$ cat src/rtl/tod_alarm_pkg.sv
// Package: shared constants and types for the time-of-day alarm matcher.
// Assumes 8-bit alarm registers with the mask in bit 7 and the day/date
// select in bit 6 of the day/date register.
package tod_alarm_pkg;
    localparam int NUM_ALARMS  = 2;
    localparam int REG_W       = 8;
    localparam int MASK_BIT    = 7;
    localparam int DAYSEL_BIT  = 6;
    localparam int VAL_W       = 7;   // compared width for sec/min/hour
    localparam int DD_W        = 6;   // compared width for day/date

    // write addresses
    localparam int ADR_A_SEC   = 0;
    localparam int ADR_A_MIN   = 1;
    localparam int ADR_A_HOUR  = 2;
    localparam int ADR_A_DD    = 3;
    localparam int ADR_B_MIN   = 4;
    localparam int ADR_B_HOUR  = 5;
    localparam int ADR_B_DD    = 6;
    localparam int ADR_CTRL    = 7;
    localparam int ADR_STATUS  = 8;

    // control register bit positions
    localparam int CTL_EN_A    = 0;
    localparam int CTL_EN_B    = 1;
    localparam int CTL_MODE    = 2;

    typedef struct packed {
        logic [REG_W-1:0] sec;
        logic [REG_W-1:0] min;
        logic [REG_W-1:0] hour;
        logic [REG_W-1:0] dd;
    } alarm_set_t;

    typedef struct packed {
        logic [VAL_W-1:0] sec;
        logic [VAL_W-1:0] min;
        logic [VAL_W-1:0] hour;
        logic [DD_W-1:0]  wday;
        logic [DD_W-1:0]  mday;
    } now_t;
endpackage

$ cat src/rtl/alarm_regfile.sv
// Module: alarm_regfile
// Holds both alarm register sets and the control bits, and decodes the
// write port. Alarm B has no seconds register: its seconds field reads
// as a constant unmasked 00, so it only matches at second 00.
// Assumes one write per cycle; writes to unmapped addresses are dropped.
module alarm_regfile
    import tod_alarm_pkg::*;
#(
    parameter int ADDR_W = 4
) (
    input  logic               clk,
    input  logic               rst_n,
    input  logic               wr_en,
    input  logic [ADDR_W-1:0]  wr_addr,
    input  logic [REG_W-1:0]   wr_data,
    output alarm_set_t         alm [NUM_ALARMS],
    output logic [NUM_ALARMS-1:0] enables,
    output logic               mode_irq,
    output logic               clr_we,
    output logic [NUM_ALARMS-1:0] clr_keep
);
    logic [REG_W-1:0] a_sec, a_min, a_hour, a_dd;
    logic [REG_W-1:0] b_min, b_hour, b_dd;
    logic unused_wr_bits;

    // Register writes and reset values.
    always_ff @(posedge clk) begin
        if (!rst_n) begin
            a_sec    <= '0;
            a_min    <= '0;
            a_hour   <= '0;
            a_dd     <= '0;
            b_min    <= '0;
            b_hour   <= '0;
            b_dd     <= '0;
            enables  <= '0;
            mode_irq <= 1'b1;
        end else if (wr_en) begin
            case (int'(wr_addr))
                ADR_A_SEC:  a_sec  <= wr_data;
                ADR_A_MIN:  a_min  <= wr_data;
                ADR_A_HOUR: a_hour <= wr_data;
                ADR_A_DD:   a_dd   <= wr_data;
                ADR_B_MIN:  b_min  <= wr_data;
                ADR_B_HOUR: b_hour <= wr_data;
                ADR_B_DD:   b_dd   <= wr_data;
                ADR_CTRL: begin
                    enables[0] <= wr_data[CTL_EN_A];
                    enables[1] <= wr_data[CTL_EN_B];
                    mode_irq   <= wr_data[CTL_MODE];
                end
                default: ;
            endcase
        end
    end

    // Present the register sets in a uniform shape to the comparators.
    always_comb begin
        alm[0] = '{sec: a_sec, min: a_min, hour: a_hour, dd: a_dd};
        alm[1] = '{sec: '0,    min: b_min, hour: b_hour, dd: b_dd};
    end

    // Status write strobe: a 0 bit clears the matching flag.
    always_comb begin
        clr_we   = wr_en && (int'(wr_addr) == ADR_STATUS);
        clr_keep = wr_data[NUM_ALARMS-1:0];
    end

    assign unused_wr_bits = ^wr_data[REG_W-1:CTL_MODE+1];

    AST_RESET_MODE: assert property (@(posedge clk) disable iff (!rst_n)
        !$past(rst_n) |-> (mode_irq && enables == '0)) else $error("reset state");
endmodule

$ cat src/rtl/alarm_compare.sv
// Module: alarm_compare
// Purely combinational field comparator for one alarm set. Each field
// whose mask bit is 0 must equal the current time; the day/date field
// compares against weekday or day of month by its select bit. Hours are
// compared as raw register bits.
module alarm_compare
    import tod_alarm_pkg::*;
(
    input  alarm_set_t alm,
    input  now_t       now,
    output logic       hit
);
    logic sec_ok, min_ok, hour_ok, dd_ok;
    logic [DD_W-1:0] dd_now;

    // Per-field match with mask override.
    always_comb begin
        sec_ok  = alm.sec[MASK_BIT]  || (alm.sec[VAL_W-1:0]  == now.sec);
        min_ok  = alm.min[MASK_BIT]  || (alm.min[VAL_W-1:0]  == now.min);
        hour_ok = alm.hour[MASK_BIT] || (alm.hour[VAL_W-1:0] == now.hour);
        dd_now  = alm.dd[DAYSEL_BIT] ? now.wday : now.mday;
        dd_ok   = alm.dd[MASK_BIT]   || (alm.dd[DD_W-1:0]    == dd_now);
        hit     = sec_ok && min_ok && hour_ok && dd_ok;
    end
endmodule

$ cat src/rtl/alarm_flags.sv
// Module: alarm_flags
// Sticky per-alarm flags and the active-low interrupt decode. A match on
// the update pulse sets a flag; a status write with a 0 bit clears it,
// and a set in the same cycle wins over the clear.
module alarm_flags
    import tod_alarm_pkg::*;
(
    input  logic                  clk,
    input  logic                  rst_n,
    input  logic                  tick,
    input  logic [NUM_ALARMS-1:0] hit,
    input  logic                  clr_we,
    input  logic [NUM_ALARMS-1:0] clr_keep,
    input  logic [NUM_ALARMS-1:0] enables,
    input  logic                  mode_irq,
    output logic [NUM_ALARMS-1:0] flags,
    output logic                  irq_n
);
    genvar g;
    generate
        for (g = 0; g < NUM_ALARMS; g++) begin : g_flag
            logic set_now, clr_now;
            assign set_now = tick && hit[g];
            assign clr_now = clr_we && !clr_keep[g];

            // One sticky flag: set has priority over clear.
            always_ff @(posedge clk) begin
                if (!rst_n)       flags[g] <= 1'b0;
                else if (set_now) flags[g] <= 1'b1;
                else if (clr_now) flags[g] <= 1'b0;
            end

            AST_MATCH_SETS: assert property (@(posedge clk) disable iff (!rst_n)
                (tick && hit[g]) |=> flags[g]) else $error("match lost");
            AST_RISE_NEEDS_TICK: assert property (@(posedge clk) disable iff (!rst_n)
                $rose(flags[g]) |-> $past(tick)) else $error("untimed set");
            AST_FALL_NEEDS_CLEAR: assert property (@(posedge clk) disable iff (!rst_n)
                $fell(flags[g]) |-> $past(clr_we && !clr_keep[g])) else $error("flag lost");
        end
    endgenerate

    // Interrupt decode from flags, enables and mode.
    always_comb begin
        irq_n = !(mode_irq && |(flags & enables));
    end
endmodule

$ cat src/rtl/tod_alarm_unit.sv
// Module: tod_alarm_unit (top)
// Two masked time-of-day alarms with sticky flags and an active-low
// interrupt. Assumes time inputs are stable in the cycle sec_tick is high.
module tod_alarm_unit
    import tod_alarm_pkg::*;
#(
    parameter int ADDR_W = 4
) (
    input  logic              clk,
    input  logic              rst_n,
    input  logic              sec_tick,
    input  logic [6:0]        now_sec,
    input  logic [6:0]        now_min,
    input  logic [6:0]        now_hour,
    input  logic [2:0]        now_wday,
    input  logic [5:0]        now_mday,
    input  logic              wr_en,
    input  logic [ADDR_W-1:0] wr_addr,
    input  logic [7:0]        wr_data,
    output logic              flag_a,
    output logic              flag_b,
    output logic              irq_mode,
    output logic              irq_n
);
    alarm_set_t            alm [NUM_ALARMS];
    logic [NUM_ALARMS-1:0] enables, clr_keep, hit, flags;
    logic                  clr_we;
    now_t                  now;

    // Gather the time inputs into one bundle.
    always_comb begin
        now = '{sec: now_sec, min: now_min, hour: now_hour,
                wday: {{(DD_W-3){1'b0}}, now_wday}, mday: now_mday};
    end

    alarm_regfile #(.ADDR_W(ADDR_W)) u_regs (
        .clk(clk), .rst_n(rst_n), .wr_en(wr_en), .wr_addr(wr_addr),
        .wr_data(wr_data), .alm(alm), .enables(enables),
        .mode_irq(irq_mode), .clr_we(clr_we), .clr_keep(clr_keep)
    );

    genvar g;
    generate
        for (g = 0; g < NUM_ALARMS; g++) begin : g_cmp
            alarm_compare u_cmp (.alm(alm[g]), .now(now), .hit(hit[g]));
        end
    endgenerate

    alarm_flags u_flags (
        .clk(clk), .rst_n(rst_n), .tick(sec_tick), .hit(hit),
        .clr_we(clr_we), .clr_keep(clr_keep), .enables(enables),
        .mode_irq(irq_mode), .flags(flags), .irq_n(irq_n)
    );

    assign flag_a = flags[0];
    assign flag_b = flags[1];

    AST_B_AT_ZERO_SEC: assert property (@(posedge clk) disable iff (!rst_n)
        $rose(flag_b) |-> $past(now_sec == 7'h00)) else $error("B off-minute");
    AST_IRQ_HOLDS: assert property (@(posedge clk) disable iff (!rst_n)
        (!irq_n && !wr_en) |=> !irq_n) else $error("irq dropped");
    AST_RESET_QUIET: assert property (@(posedge clk) disable iff (!rst_n)
        !$past(rst_n) |-> (irq_n && !flag_a && !flag_b)) else $error("reset");
endmodule

$ cat config.mk
export PLATFORM = sky130hd
export DESIGN_NAME = tod_alarm_unit
export DESIGN_NICKNAME = d
export VERILOG_FILES = /design/src/rtl/tod_alarm_pkg.sv /design/src/rtl/alarm_regfile.sv /design/src/rtl/alarm_compare.sv /design/src/rtl/alarm_flags.sv /design/src/rtl/tod_alarm_unit.sv
export SDC_FILE = /design/constraint.sdc
export NUM_CORES = 1
export LEC_CHECK = 0
export ABC_AREA = 1
export BUFFER_PORTS_ARGS = -buffer_cell sky130_fd_sc_hd__buf_4
export CORE_MARGIN = 3
export CORE_UTILIZATION = 45
export DETAILED_ROUTE_END_ITERATION = 6
export GPL_ROUTABILITY_DRIVEN = 0
export PLACE_DENSITY = 0.66
export RECOVER_POWER = 100
export SYNTH_ARGS = -nofsm -noshare
export SYNTH_HDL_FRONTEND = slang
export SYNTH_SLANG_ARGS = --single-unit
$ cat constraint.sdc
create_clock -name clk -period 1.5 [get_ports clk]
set_input_delay 0.225 -clock clk [delete_from_list [all_inputs] [get_ports clk]]
set_output_delay 0.225 -clock clk [all_outputs]
set_load 0.005 [all_outputs]
==> out/qor.yml <==
status:
  status: "finished clean"
global_route:
  grt_busiest_layer: "met2"
  grt_start_max_net_pins: 61
  grt_pass1_vias: 2728
  gr-usage-met3: 0.0452
  grt_antenna_before_repair: 0
  grt_pass1_wl_um: 12500
  use_met1: 0.265
  globalRouteOverflowTotal: 0
  grt_use_met2: 0.335
  track_usage: 0.208
floorplanning:
  dieArea_sq_mm: 0.00799
  start_util: 0.479
  io_pins: 50
  core_sq_mm: 0.00653
  rows: 29
  chipHeight_um: 89.4
  die_w_um: 89.4
routing:
  wl_per_cell_um: 12.7
  dr_total_vias: 3026
  drc_errors: 0
  routed_wl_um: 7840
  drt-pass1-iter-count: 4
  ant_nets: 0
  via_per_inst: 4.91
  first_iter_violations: 115
clock_tree:
  cts_max_level: 3
  postCtsResizedCells: 0
  cts.hold.buffers_added: 0
  cts_buffers: 9
  path_clk_slew_ns: 0.06
  clockBufferDepth: 2
  clock-sinks: 61
  postCtsSetupRepairBufs: 0
  cts-root-buf: "clkbuf_8"
  cts_tree: "yes"
  worstSkewPairLatency_ns: 0.34
synthesis:
  yosysSeqAreaShare: 0.390
  yosys_warnings: 0
  syn_area_sq_mm: 0.00313
  yosysTopAreaCellShare: 0.390
  synth.avg_cell_area_sq_um: 6.49
  synth_area_leaders: "dfxtp_1 (39%), nand2_1 (15%), o21ai_0 (8.8%)"
  synth_cells: 482
  ys_ff_latch: 61
  syn_nets: 528
  synth.distinct_cells: 25
  synth_area_leader_cell: "dfxtp_1"
flow_run:
  cap_violations: 0
layout:
  fin_cells: 616
  area.growth.synth_to_final_pct: 18.2
  fin_nets: 582
  drive_above_1_share: 0.130
  finish.utilization: 0.566
  antenna_cells: 0
critical_path:
  cp.arrival_ns: 1.10
  start_kind: "flop"
  crit_required_ns: 1.27
  rrSetupSlack_ns: 0.20
  critPathSlowestCell: "dfxtp_1"
  worst-setup-path-type: "flop to output port"
  cp-end-kind: "output port"
  path_max_fanout: 3
  path_cells: "a22o_1, nand2_1, clkbuf_4"
  max_stage_delay_ns: 0.33
  worstReg2RegStart: "u_regs.a_dd[6]$_SDFFE_PN0P_"
  r2r-end: "u_flags.flags[0]$_SDFFE_PN0P_"
  reg2reg_depth: 8
timing:
  fin_crit_ns: 1.32
  period_share: 0.882
  tightest_slew_ns: 0.568
  maxSlewViolCount: 0
  finalHoldViolations: 0
  grt_setup_unrepaired: "no"
  skew_ns: 0.00527
  fin_worst_hold_slack_ns: 0.191
  timing.slew.headroom: 0.621
  max_freq_mhz: 756
  setup_tns_ns: 0
  setup_violations: 0
min_path:
  hold_start: "wr_data[1]"
  hold_path_class: "primary input to flop"
  whs_endpoint: "u_regs.a_sec[1]$_SDFFE_PN0P_"
  hold_depth: 3
power:
  p_leak_uw: 0.00168
  p_comb_frac: 0.122
  p_int_uw: 2490
  swShare: 0.257
  clkPwrFrac: 0.379
  seqPwrFrac: 0.499
  switchingPower_uw: 861
  ir_worst_vdd_mv: 0.534
  power.density_mw_per_mm2: 907
  power.total_uw: 3350
place:
  dp_hpwl_um: 5630
  numPortBuffers: 49
  placedCellCount: 602
[cell usage after synthesis (all sizes together)]
| library cell | count |
|---|---|
| nand2 | 127 |
| inv | 78 |
| dfxtp | 61 |
| o21ai | 61 |
| nor2 | 54 |
| a21oi | 49 |
| nand3 | 13 |
| xor2 | 11 |
| xnor2 | 7 |
| buf | 5 |
| clkbuf | 5 |
| nand3b | 2 |
| nand4 | 2 |
| o211ai | 2 |
| o21bai | 2 |
| a22o | 1 |
| nor3 | 1 |
| nor3b | 1 |
[per-stage QoR]
stage,area (sq um),setup WS [ns]
after detailed placement,3580,0.205
final,3700,0.177
after global routing,3700,0.0534
after CTS,3750,0.139
after floorplan,3130,0.392
after global placement,3580,0.228
[kinds of logic after synthesis]
kind of cell / synth area share
AO/OA/AOI/OAI: 0.190
buffers and inverters: 0.107
AND/OR/NAND/NOR: 0.263
flip-flops: 0.390
XOR/XNOR: 0.0504
[how the worst max path moves through the flow]
stage,from,to,slack [ns],depth (start not counted)
final,u_flags.flags[0]$_SDFFE_PN0P_,irq_n,0.18,3
after global placement,wr_addr[1],u_regs.a_sec[0]$_SDFFE_PN0P_,0.23,5
after floorplan,u_regs.b_dd[6]$_SDFFE_PN0P_,u_flags.flags[1]$_SDFFE_PN0P_,0.39,10
after detailed placement,wr_addr[1],u_regs.a_sec[0]$_SDFFE_PN0P_,0.21,5
after CTS,u_flags.flags[1]$_SDFFE_PN0P_,irq_n,0.14,3
after global routing,u_regs.a_dd[6]$_SDFFE_PN0P_,u_flags.flags[0]$_SDFFE_PN0P_,0.05,8
[area by class of cell]
type,count,area (sq um)
well taps,77,96.3
clock inverters,2,10.0
clock buffers,12,155
inverters,78,293
flip-flops and latches,61,1220
fillers,667,2830
multi-input cells,333,1550
repair buffers,53,372
[state kept, by name (all words and copies together) (netlist names)]
name,cells
u_regs.b_dd,8
u_regs.b_min,8
u_regs.enables,2
u_flags.flags,2
u_regs.a_dd,8
u_regs.a_hour,8
u_regs.mode_irq,1
u_regs.b_hour,8
u_regs.a_sec,8
u_regs.a_min,8
[worst max-delay path: cells and delay by family (launching register included)]
family	cells	cell delay, ns
AO/OA/AOI/OAI	1	0.25
buffers and inverters	1	0.12
AND/OR/NAND/NOR	1	0.06
flip-flops	1	0.33
[cell usage in the layout, fill, tap and decap left out]
cell      count
a21oi_1      48
xnor2_1       7
a21oi_2       1
dfxtp_1      61
inv_2         6
nand4_1       2
nand3_1      13
clkbuf_8     11
xor2_1       11
o21ai_0      60
nor3b_1       1
clkinv_2      2
o21bai_1      2
nor2_4        1
a22o_1        1
nand3b_1      2
nand2_2       2
nand2_1     125
buf_4        43
inv_1        72
nor2_2        1
nor3_1        1
nor2_1       52
o211ai_1      2
o21ai_1       1
clkbuf_4      3
clkbuf_1      8
[metal layers]
layer	vias up	wire [um]
li1	1618	-
met1	1327	3690
met2	67	3530
met3	14	471
met4	0	145
met5	-	0
[power by group through the flow]
| stage | Sequential, uW | Clock (uW) | Combinational [uW] |
|---|---|---|---|
| global placement | 1710 | 0 | 414 |
| detailed placement | 1710 | 0 | 419 |
| global route | 1680 | 1360 | 461 |
| finish | 1670 | 1270 | 409 |
| floorplan | 1710 | 0 | 227 |
| CTS | 1670 | 1290 | 420 |
(Power assumes the default switching activity.)
